## src/rtl/abql_pkg.sv

```systemverilog
package abql_pkg;

    // Per-requester queue membership
    typedef enum logic {
        SLOT_IDLE   = 1'b0,
        SLOT_QUEUED = 1'b1
    } slot_state_e;

    // Decoded release strobe of one requester
    typedef struct packed {
        logic fire;   // legitimate release by the current owner
        logic bad;    // release strobe from a non-owner
    } rel_evt_t;

    localparam int unsigned MIN_REQ = 2;

    function automatic bit is_pow2(input int unsigned v);
        return (v != 0) && ((v & (v - 1)) == 0);
    endfunction

endpackage

```

## src/rtl/abql_ticket_alloc.sv

```systemverilog
module abql_ticket_alloc #(
    parameter int unsigned NREQ = 4,
    parameter int unsigned TW   = 2
) (
    input  logic                     clk,
    input  logic                     rst,
    input  logic [NREQ-1:0]          accept,
    output logic [NREQ-1:0][TW-1:0]  give_tkt
);

    logic [TW-1:0] next_q;
    logic [TW-1:0] next_d;

    // Ascending index order: each accepted requester takes the running
    // counter value, which then steps by one (wraps on TW bits).
    always_comb begin
        logic [TW-1:0] run;
        run = next_q;
        for (int i = 0; i < int'(NREQ); i++) begin
            give_tkt[i] = run;
            if (accept[i]) begin
                run = run + 1'b1;
            end
        end
        next_d = run;
    end

    always_ff @(posedge clk) begin
        if (rst) begin
            next_q <= '0;
        end else begin
            next_q <= next_d;
        end
    end

endmodule

```

## src/rtl/abql_flag_array.sv

```systemverilog
module abql_flag_array #(
    parameter int unsigned NREQ = 4,
    parameter int unsigned TW   = 2
) (
    input  logic             clk,
    input  logic             rst,
    input  logic             rel_fire,
    input  logic [TW-1:0]    rel_tkt,
    output logic [NREQ-1:0]  flags
);

    logic [TW-1:0] succ_tkt;
    assign succ_tkt = rel_tkt + 1'b1;

    for (genvar k = 0; k < int'(NREQ); k++) begin : g_flag
        localparam logic [TW-1:0] POS = TW'(k);
        always_ff @(posedge clk) begin
            if (rst) begin
                flags[k] <= (k == 0);
            end else if (rel_fire && (rel_tkt == POS)) begin
                flags[k] <= 1'b0;
            end else if (rel_fire && (succ_tkt == POS)) begin
                flags[k] <= 1'b1;
            end
        end
    end

endmodule

```

## src/rtl/abql_req_slot.sv

```systemverilog
module abql_req_slot
    import abql_pkg::*;
#(
    parameter int unsigned NREQ = 4,
    parameter int unsigned TW   = 2
) (
    input  logic             clk,
    input  logic             rst,
    input  logic             acq,
    input  logic             rel,
    input  logic [TW-1:0]    new_tkt,
    input  logic [NREQ-1:0]  flags,
    output logic             accept,
    output logic             grant,
    output rel_evt_t         evt,
    output logic [TW-1:0]    tkt_o
);

    slot_state_e   st_q;
    logic [TW-1:0] tkt_q;

    always_comb begin
        accept   = acq && (st_q == SLOT_IDLE);
        grant    = (st_q == SLOT_QUEUED) && flags[tkt_q];
        evt.fire = rel && grant;
        evt.bad  = rel && !grant;
        tkt_o    = tkt_q;
    end

    always_ff @(posedge clk) begin
        if (rst) begin
            st_q  <= SLOT_IDLE;
            tkt_q <= '0;
        end else if (evt.fire) begin
            st_q  <= SLOT_IDLE;
            tkt_q <= '0;
        end else if (accept) begin
            st_q  <= SLOT_QUEUED;
            tkt_q <= new_tkt;
        end
    end

endmodule

```

## src/rtl/abql_lock.sv

```systemverilog
module abql_lock
    import abql_pkg::*;
#(
    parameter int unsigned NREQ = 4,
    localparam int unsigned TW  = (NREQ > 1) ? $clog2(NREQ) : 1
) (
    input  logic                 clk,
    input  logic                 rst,
    input  logic [NREQ-1:0]      acq_i,
    input  logic [NREQ-1:0]      rel_i,
    output logic [NREQ-1:0]      grant_o,
    output logic [NREQ*TW-1:0]   ticket_o,
    output logic                 err_o
);

    if (!is_pow2(NREQ) || (NREQ < MIN_REQ)) begin : g_bad_cfg
        $error("abql_lock: NREQ must be a power of two and at least 2");
    end

    logic [NREQ-1:0]          accept;
    logic [NREQ-1:0][TW-1:0]  give_tkt;
    logic [NREQ-1:0][TW-1:0]  held_tkt;
    logic [NREQ-1:0]          flags;
    rel_evt_t                 evt [NREQ];
    logic                     rel_fire;
    logic [TW-1:0]            rel_tkt;
    logic                     bad_any;
    logic                     err_q;

    abql_ticket_alloc #(.NREQ(NREQ), .TW(TW)) u_alloc (
        .clk      (clk),
        .rst      (rst),
        .accept   (accept),
        .give_tkt (give_tkt)
    );

    abql_flag_array #(.NREQ(NREQ), .TW(TW)) u_flags (
        .clk      (clk),
        .rst      (rst),
        .rel_fire (rel_fire),
        .rel_tkt  (rel_tkt),
        .flags    (flags)
    );

    for (genvar i = 0; i < int'(NREQ); i++) begin : g_slot
        abql_req_slot #(.NREQ(NREQ), .TW(TW)) u_slot (
            .clk     (clk),
            .rst     (rst),
            .acq     (acq_i[i]),
            .rel     (rel_i[i]),
            .new_tkt (give_tkt[i]),
            .flags   (flags),
            .accept  (accept[i]),
            .grant   (grant_o[i]),
            .evt     (evt[i]),
            .tkt_o   (held_tkt[i])
        );
        assign ticket_o[i*TW +: TW] = held_tkt[i];
    end

    // Only the single owner can fire, so an OR merge selects its ticket.
    always_comb begin
        rel_fire = 1'b0;
        rel_tkt  = '0;
        bad_any  = 1'b0;
        for (int i = 0; i < int'(NREQ); i++) begin
            if (evt[i].fire) begin
                rel_fire = 1'b1;
                rel_tkt  = rel_tkt | held_tkt[i];
            end
            bad_any = bad_any | evt[i].bad;
        end
    end

    always_ff @(posedge clk) begin
        if (rst) begin
            err_q <= 1'b0;
        end else begin
            err_q <= bad_any;
        end
    end

    assign err_o = err_q;

endmodule

```

## config.mk

```make
export PLATFORM = sky130hd
export DESIGN_NAME = abql_lock
export DESIGN_NICKNAME = d
export VERILOG_FILES = /design/src/rtl/abql_pkg.sv /design/src/rtl/abql_ticket_alloc.sv /design/src/rtl/abql_flag_array.sv /design/src/rtl/abql_req_slot.sv /design/src/rtl/abql_lock.sv
export SDC_FILE = /design/constraint.sdc
export NUM_CORES = 1
export LEC_CHECK = 0
export BUFFER_PORTS_ARGS = -buffer_cell sky130_fd_sc_hd__buf_2
export CORE_MARGIN = 4
export CORE_UTILIZATION = 45
export DETAILED_ROUTE_END_ITERATION = 8
export HOLD_SLACK_MARGIN = 0.12
export MAX_ROUTING_LAYER = met4
export PLACE_DENSITY = 0.71
export SYNTH_ARGS = -nofsm -noshare
export SYNTH_HDL_FRONTEND = slang
export SYNTH_SLANG_ARGS = --single-unit
```

## constraint.sdc

```tcl
create_clock -name clk -period 1.5 [get_ports clk]
set_input_delay 0.075 -clock clk [delete_from_list [all_inputs] [get_ports clk]]
set_output_delay 0.075 -clock clk [all_outputs]
set_load 0.02 [all_outputs]
```

==> reports/qor.csv <==
metric,value,unit
status,finished with violations,
violations,setup timing,
timing.rr.end,u_flags.flags[1]$_SDFFE_PP0P_,
slew_viol_final,0,
fin_nets,199,
tritoncts,built,
async_flop_share,0,%
clock_latency,320,ps
setup.worst_path.class,register to output port,
drt_first_pass_iters,4,
crit_buf_inv,3,
crit_chain,buf_6 > mux4_2 > nand2_2 > inv_2 > buf_6,
synth.ff_latch_count,19,
synth.area.top_cells,"dfxtp_1, mux2i_1, nor2_1, mux4_2, nand3_1",
antenna_found_initial,0,
crit_slowest_cell,mux4_2,
cp_top_family,multiplexers,
synth_xor_area_share,6.67,%
row_count,19,
syn_area,0.00127,sq mm
htreeDepth,1,
synth.yosys.seq_area_share,29.8,%
ff2ff_path_depth,6,
synth_nets,154,
power.leakage,0.778,nW
drv_cap,0,
area_growth,42.5,%
initial_utilization,46.6,%
die_y,61.2,microns
cts-root-buf,clkbuf_4,
cts_buffers,3,
irDropWorstVdd,0.865,mV
synth-compound-area-share,15.0,%
grt_overflow,0,
drc,0,
min_to,err_o$_SDFF_PP0_,
ys_warn_count,0,
synthTopCellsByCount,"nor2_1, dfxtp_1, mux2i_1, nand2_1, nand3_1",
fillers,238,
fin_cells,219,
track_usage,21.4,%
muxShareOfSynthArea,15.0,%
worstMarginPinSlew,345,ps
routed_wl,3.56,mm
drive_gt1_share,53.7,%
finalSetupViolations,10,
synth_top_cell_area_share,29.8,%
cp-end-kind,output port,
cpPeakStageDelay,480,ps
slew_headroom,76.9,%
clock_sinks,19,
critPathMostFrequentCell,buf_6,
vias,1252,
dieArea,0.00375,sq mm
detail_route.vias_per_cell,5.72,
grt_max_degree,12,
hold_depth,4,
clk_transition_reported_paths,130,ps
fin_util,66.5,%
r2r-start,u_flags.flags[0]$_SDFFE_PP1P_,
yosysMostFrequentCell,nor2_1,
synth_top_flop_cell,dfxtp_1,
worstPathArrival,1530,ps
worstHoldPathType,primary input to register,
start_kind,register,
core,0.00273,sq mm
synth_area_per_cell,8.85,sq um
reg2reg_slack,-90,ps
dpl.cell_count,202,
grt_pass1_wl,5.73,mm
rsz0062_at_grt,true,
power,2.17,mW
portBuffers,22,
synth_largest_area_cell,dfxtp_1,
synth_top_family_by_area,simple AND/OR/NAND/NOR gates,
synth.distinct_cells,42,
min-delay-start,rel_i[2],
synthAdderAreaFrac,2.55,%
die_x,61.2,microns
synth-simple-area-share,23.5,%
syn_inst,144,
antenna_cells,0,
power_density,1190,mW/mm^2
fin_crit_sh,107,%
routabilityCongestion,0.847,
grt_pass1_vias,1264,
cp.required,1420,ps
path_max_fanout,5,
period_minus_slack,1610,ps
setup_slack,-109,ps
dpl.hpwl,2.51,mm
finalClockSkew,18.2,ps
pin_count,23,
wire_per_inst,16.2,microns
antenna_left,0,
synth-edff-count,0,
finalHoldViolations,0,
cts_buffer_depth,2,
max_freq,622,MHz
drt_iter0_markers,87,
crit_cells,5,
power breakdown:
part	total (mW)	internal, mW	switching [mW]
clock network	0.278	0.0997	0.178
logic	1.12	0.607	0.511
registers	0.772	0.612	0.160
total	2.17	1.32	0.849
metal layers:
| layer | routed length, microns | track usage (%) | part of all wire (%) | vias up |
|---|---|---|---|---|
| met3 | 180 | 4.82 | 5.1 | 12 |
| li1 | - | - | - | 599 |
| met5 | 0 | - | 0 | - |
| met2 | 1800 | 35.3 | 51 | 42 |
| met1 | 1470 | 25.4 | 41 | 599 |
| met4 | 102 | 7.43 | 2.9 | 0 |
worst register-to-register path, stage by stage, from the launching register on:
cell,delay (ps)
dfxtp_2,350
buf_6,110
mux2_4,270
and4b_1,210
nor3_2,250
a21boi_2,90
o211a_1,210
state kept, by name, indices dropped and copies added, names as in the netlist:
name	count
g_slot.u_slot.tkt_o	8
g_slot.u_slot.st_q	4
u_flags.flags	4
u_alloc.next_q	2
err_o	1
kinds of logic (layout without fill, tap and decap cells):
family	Yosys count	count (layout)
AND/OR/NAND/NOR	60	60
AO/OA/AOI/OAI	25	25
flip-flops	19	19
multiplexers	16	16
buffers and inverters	15	59
XOR/XNOR	6	6
adder cells (fa/ha/maj)	3	3
layout make-up:
class | count | area (sq um) | area share (%)
multi-input cells | 110 | 943 | 51.9
flip-flops and latches | 19 | 412 | 22.7
repair buffers | 50 | 377 | 20.7
well taps | 31 | 38.8 | 2.13
clock buffers | 3 | 22.5 | 1.24
inverters | 5 | 18.8 | 1.03
clock inverters | 1 | 5.00 | 0.275
how the worst max path moves through the flow:
stage	from	endpoint	slack [ps]
floorplan	g_slot[2].u_slot.tkt_o[0]$_SDFFE_PP0P_	u_flags.flags[2]$_SDFFE_PP0P_	-50
global placement	g_slot[0].u_slot.tkt_o[1]$_SDFFE_PP0P_	u_flags.flags[1]$_SDFFE_PP0P_	-80
detailed placement	u_flags.flags[2]$_SDFFE_PP0P_	u_flags.flags[1]$_SDFFE_PP0P_	-140
CTS	u_flags.flags[0]$_SDFFE_PP1P_	grant_o[2]	-70
global route	g_slot[2].u_slot.tkt_o[0]$_SDFFE_PP0P_	u_flags.flags[2]$_SDFFE_PP0P_	-170
finish	u_flags.flags[0]$_SDFFE_PP1P_	grant_o[2]	-110
stage by stage:
step	setup slack, ps	area [sq um]	hold slack (ps)	setup TNS [ps]
3_5_place_dp	-137	1500	308	-479
4_1_cts	-66.9	1720	163	-299
3_3_place_gp	-80.4	1500	296	-99.0
6_report	-109	1820	156	-512
2_1_floorplan	-50.1	1310	185	-66.2
5_1_grt	-167	1820	171	-1100
cells in the final DEF (no fill, tap or decap), types with 3 or more instances in the layout:
| cell | synthesis | final |
|---|---|---|
| dfxtp_4 | 0 | 6 |
| buf_6 | 3 | 9 |
| dfxtp_1 | 19 | 6 |
| a211oi_2 | 1 | 3 |
| dlygate4sd3_1 | 0 | 5 |
| clkbuf_4 | 0 | 3 |
| inv_1 | 5 | 3 |
| nor2_1 | 22 | 18 |
| o211a_1 | 3 | 3 |
| nand3_1 | 7 | 7 |
| nand2b_1 | 5 | 5 |
| buf_4 | 4 | 18 |
| nand2_1 | 8 | 5 |
| dfxtp_2 | 0 | 7 |
| nor2_2 | 0 | 4 |
| nand2_2 | 0 | 3 |
| buf_2 | 1 | 18 |
| mux2i_1 | 12 | 9 |
| nor3_1 | 4 | 3 |
what timing repair did:
action / in CTS / in global routing
setup endpoints to repair: 17 / 19
gates resized for setup: 34 / 21
pin swaps: 16 / 6
buffers inserted: 8 / 2
endpoints found under the hold margin: 8 / 0
hold buffers: 5 / 0
Power figures use the tool's default switching activity.
